`src/rtl/boot_remap_ctrl.sv`:
```
module boot_remap_ctrl #(
  parameter int NCS     = 8,
  parameter int AW      = 32,
  parameter int WIN_LSB = 20
) (
  input  logic                      clk,
  input  logic                      rst_n,
  input  logic                      int_rst,
  input  logic                      boot_sel,
  input  logic                      strobe,
  input  logic [AW-1:0]             addr,
  input  logic                      cfg_wr,
  input  logic [$clog2(NCS):0]      cfg_addr,
  input  logic [31:0]               cfg_wdata,
  output logic [31:0]               cfg_rdata,
  output logic                      boot_w8,
  output logic [NCS-1:0]            sel_cs,
  output logic                      sel_sram,
  output logic                      sel_periph,
  output logic                      abort
);
  localparam int IW     = $clog2(NCS);
  localparam int BW     = AW - WIN_LSB;
  localparam int RGN_LSB = WIN_LSB + 2;

  logic              remap_q;
  logic [BW-1:0]     win_base [NCS];
  logic [NCS-1:0]    win_en;
  logic [NCS-1:0]    hit, pick;
  logic              low_rgn, hi_rgn, ext_rgn, boot_hit, unused_bits;

  always_ff @(posedge clk)
    if (!rst_n) boot_w8 <= boot_sel;

  always_ff @(posedge clk)
    if (!rst_n || int_rst)                            remap_q <= 1'b0;
    else if (cfg_wr && cfg_addr == '0 && cfg_wdata[0]) remap_q <= 1'b1;

  always_ff @(posedge clk)
    if (!rst_n) begin
      win_en <= '0;
      for (int n = 0; n < NCS; n++) win_base[n] <= '0;
    end else if (cfg_wr && cfg_addr[IW]) begin
      win_en[cfg_addr[IW-1:0]]   <= cfg_wdata[31];
      win_base[cfg_addr[IW-1:0]] <= cfg_wdata[BW-1:0];
    end

  assign low_rgn  = addr[AW-1:RGN_LSB] == '0;
  assign hi_rgn   = &addr[AW-1:RGN_LSB];
  assign ext_rgn  = !low_rgn && !hi_rgn;
  assign boot_hit = low_rgn && !remap_q && addr[RGN_LSB-1:WIN_LSB] != 2'b11;

  for (genvar g = 0; g < NCS; g++) begin : g_win
    assign hit[g] = win_en[g] && ext_rgn && addr[AW-1:WIN_LSB] == win_base[g]
                    && (g == 0 || remap_q);
  end

  always_comb begin
    pick = '0;
    for (int n = NCS - 1; n >= 0; n--)
      if (hit[n]) begin
        pick = '0;
        pick[n] = 1'b1;
      end
  end

  assign sel_cs     = strobe ? (pick | {{(NCS-1){1'b0}}, boot_hit}) : '0;
  assign sel_sram   = strobe && low_rgn &&
                      (remap_q ? addr[RGN_LSB-1:WIN_LSB] == 2'b00
                               : addr[RGN_LSB-1:WIN_LSB] == 2'b11);
  assign sel_periph = strobe && hi_rgn;
  assign abort      = strobe && ext_rgn && hit == '0;

  always_comb begin
    cfg_rdata = '0;
    if (cfg_addr == '0)
      cfg_rdata[0] = remap_q;
    else if (cfg_addr[IW]) begin
      cfg_rdata[31]     = win_en[cfg_addr[IW-1:0]];
      cfg_rdata[BW-1:0] = win_base[cfg_addr[IW-1:0]];
    end
  end

  assign unused_bits = ^{cfg_wdata[30:BW], addr[WIN_LSB-1:0]};


  boot_hold_chk: assert property (@(posedge clk) disable iff (!rst_n)
    $past(rst_n) |-> $stable(boot_w8));

  remap_sticky_chk: assert property (@(posedge clk) disable iff (!rst_n)
    remap_q && !int_rst |=> remap_q);

  late_cs_chk: assert property (@(posedge clk) disable iff (!rst_n)
    !remap_q |-> sel_cs[NCS-1:1] == '0);

  periph_no_abort_chk: assert property (@(posedge clk) disable iff (!rst_n)
    sel_periph |-> !abort);

  abort_region_chk: assert property (@(posedge clk) disable iff (!rst_n)
    abort |-> strobe && addr[AW-1:RGN_LSB] != '0 && !(&addr[AW-1:RGN_LSB]));

  one_target_chk: assert property (@(posedge clk) disable iff (!rst_n)
    $onehot0({|sel_cs, sel_sram, sel_periph, abort}));

  idle_quiet_chk: assert property (@(posedge clk) disable iff (!rst_n)
    !strobe |-> sel_cs == '0 && !sel_sram && !sel_periph && !abort);
endmodule

```
`config.mk`:
```
export PLATFORM = sky130hd
export DESIGN_NAME = boot_remap_ctrl
export DESIGN_NICKNAME = d
export VERILOG_FILES = /design/src/rtl/boot_remap_ctrl.sv
export SDC_FILE = /design/constraint.sdc
export NUM_CORES = 1
export LEC_CHECK = 0
export BUFFER_PORTS_ARGS = -buffer_cell sky130_fd_sc_hd__buf_2
export CAP_MARGIN = 15
export CORE_MARGIN = 4
export CORE_UTILIZATION = 34
export DETAILED_ROUTE_END_ITERATION = 8
export GPL_TIMING_DRIVEN = 0
export PLACE_DENSITY = 0.52
export SLEW_MARGIN = 25
export SYNTH_ARGS = -nofsm -noshare
export SYNTH_HDL_FRONTEND = slang
export SYNTH_SLANG_ARGS = --single-unit
```
`constraint.sdc`:
```
create_clock -name clk -period 3.17 [get_ports clk]
set_clock_uncertainty 0.1 [all_clocks]
set_input_delay 0.634 -clock clk [delete_from_list [all_inputs] [get_ports clk]]
set_output_delay 0.634 -clock clk [all_outputs]
set_load 0.03 [all_outputs]
```
==> impl_metrics.yaml <==
outcome:
  status: "finished, final reports clean"
die:
  dieArea_um2: 20700
  core_area_um2: 18000
  ios: 118
  die_x_um: 144
  start_util: 0.348
  die_y_um: 144
  rows: 49
synth:
  ys_dominant_reg_cell: "edfxtp_1"
  yosysMostFrequentCell: "and2_1"
  synth_area_um2: 6270
  ys_seq_area_frac: 0.494
  syn_area_per_cell_um2: 11.2
  ys_types: 48
  ys_top_cells_by_count: "and2_1, edfxtp_1, xnor2_1"
  async_reset_ff_frac: 0
  synth-edff-count: 97
  synth_warnings: 0
  yosysTopAreaCell: "edfxtp_1"
  synth_seq_cells: 106
  synthCells: 559
  synthDominantCellAreaShare: 0.465
  synthTopCellsByArea: "edfxtp_1, xnor2_1, and2_1"
grt:
  grt_use_met2: 0.310
  top_usage_layer: "met2"
  grt_pass1_vias: 4447
  grt_max_degree: 18
  antenna_found_initial: 0
  overflow: 0
  grtUsageMet3: 0.0246
  grtUsageTotal: 0.184
  grt_pass1_wl_um: 27800
  use_met1: 0.241
clock_tree:
  clkSinkCount: 106
  clk_pin_slew_worst_paths_ps: 80
  clockBufferDepth: 2
  clk_latency_ps: 350
  clock-root-buffer: "clkbuf_16"
  htreeDepth: 3
  cts-buffers-inserted: 9
  cts_tree: "built"
sta:
  max_freq_mhz: 317
  setup_viol: 0
  relSlewSlack: 0.489
  worstMarginPinSlew_ps: 767
  tns_ps: 0
  finalHoldViolCount: 0
  slew_viol_final: 0
  fin_crit_sh: 0.994
  finalCriticalPeriod_ps: 3150
  fin_ws_ps: 19.6
routing:
  vias: 4602
  viasPerCell: 5.31
  postRouteAntennaNets: 0
  drt_first_pass_iters: 5
  drc: 0
  drtIter0Drc: 314
  wirelength_um: 19000
  wl_per_cell_um: 21.9
setup_path:
  r2r_setup_slack_ps: 2040
  reg2reg_depth: 3
  end_kind: "primary output"
  critPathKind: "in2out"
  critPathMaxFanout: 10
  cp_data_required_time_ps: 2440
  crit_arrival_ps: 2420
  r2r-end: "remap_q"
  cp-start-kind: "input port"
  r2r-start: "remap_q"
power_and_ir_drop:
  pwr_density_cell_nw_per_um2: 463
  peakVddDrop_mv: 0.259
  leakage_nw: 2.54
final_layout:
  drive_gt1_frac: 0.193
  fillers: 1750
  layout.cells.non_filler: 867
  area.growth.synth_to_final_pct: 15.2
  fin_nets: 707
  n_antenna_cell: 0
placed_design:
  dp_slack_ps: -61.9
  place_congestion: 0.908
  placed_cells: 851
  port_buffers: 45
  dpl.hpwl_um: 14900
hold_path:
  min_to: "remap_q"
  holdPathStages: 2
  min_from: "int_rst"
  hp-class: "in2reg"
job:
  max-cap-violations: 0
==> sequential cells by signal (all words and copies together) (netlist names) <==
signal	count
boot_w8	1
remap_q	1
win_base	96
win_en	8
==> what timing repair did <==
action,4_1_cts,5_1_grt
endpoints found under the hold margin,0,0
pin swaps,0,1
endpoints found under the setup margin,12,10
buffers inserted,0,0
resized for setup,3,4
cloned,0,0
hold buffers,0,0
==> worst max path at each step <==
stage / slack, ps / start / cells past startpoint / end
2_1_floorplan: 420 / cfg_addr[1] / 5 / cfg_rdata[31]
3_3_place_gp: -220 / cfg_addr[0] / 4 / win_base[0][6]
3_5_place_dp: -60 / addr[28] / 7 / sel_cs[5]
4_1_cts: 50 / cfg_addr[2] / 8 / cfg_rdata[11]
5_1_grt: -5 / cfg_addr[0] / 8 / cfg_rdata[10]
6_report: 20 / addr[28] / 7 / sel_cs[5]
==> layer usage <==
metal,vias to the layer above,part of all wire
met4,0,0.028
met5,-,0
met2,208,0.48
met1,2234,0.43
met3,29,0.066
li1,2131,-
==> stage by stage <==
step | area [um^2] | hold slack (ps) | total power [mW] | utilization
finish | 7220 | 329 | 3.34 | 0.400
global route | 7220 | 328 | 3.44 | 0.400
CTS | 7200 | 321 | 3.34 | 0.400
detailed placement | 6870 | 379 | 2.19 | 0.381
global placement | 6850 | 373 | 2.19 | 0.380
floorplan | 6330 | 355 | 2.02 | -
==> power breakdown <==
group	internal, mW	switching, mW
sequential	1.61	0.0707
clock	0.654	0.516
combinational	0.185	0.307
total	2.45	0.893
==> cells in the final DEF, fill, tap and decap left out, types with 11 or more instances in the layout <==
master,n
a22o_1,11
a22oi_1,32
and2_1,99
buf_2,55
buf_4,20
buf_6,11
clkbuf_1,11
clkbuf_16,11
conb_1,19
edfxtp_1,97
nand2_1,22
nand3_1,14
nand4_1,17
nor2_1,13
xnor2_1,84
xor2_1,12
==> area by class of cell <==
class | count | area (um^2) | share of cell area
sequential | 106 | 3090 | 0.429
multi-input combinational | 407 | 2880 | 0.399
buffer | 55 | 385 | 0.0534
clock buffer | 12 | 289 | 0.0400
tap | 229 | 287 | 0.0397
timing repair buffer | 45 | 225 | 0.0312
inverter | 9 | 33.8 | 0.00468
clock inverter | 4 | 27.5 | 0.00381
==> logic make-up after synthesis <==
group	count (synthesis)	share of synthesized area
and+or+nand+nor	206	0.202
other	1	0.000598
xor gates and xnor gates	96	0.134
buffers and inverters	64	0.0661
AOI/OAI and AO/OA	86	0.103
DFF	106	0.494
==> critical path: stages <==
cell and delay [ps]:
buf_6 140, xor2_1 180, nor4_2 400, nand4_1 390, nor4b_4 270, and4_1 220
buf_2 170
(Power assumes the default switching activity.)
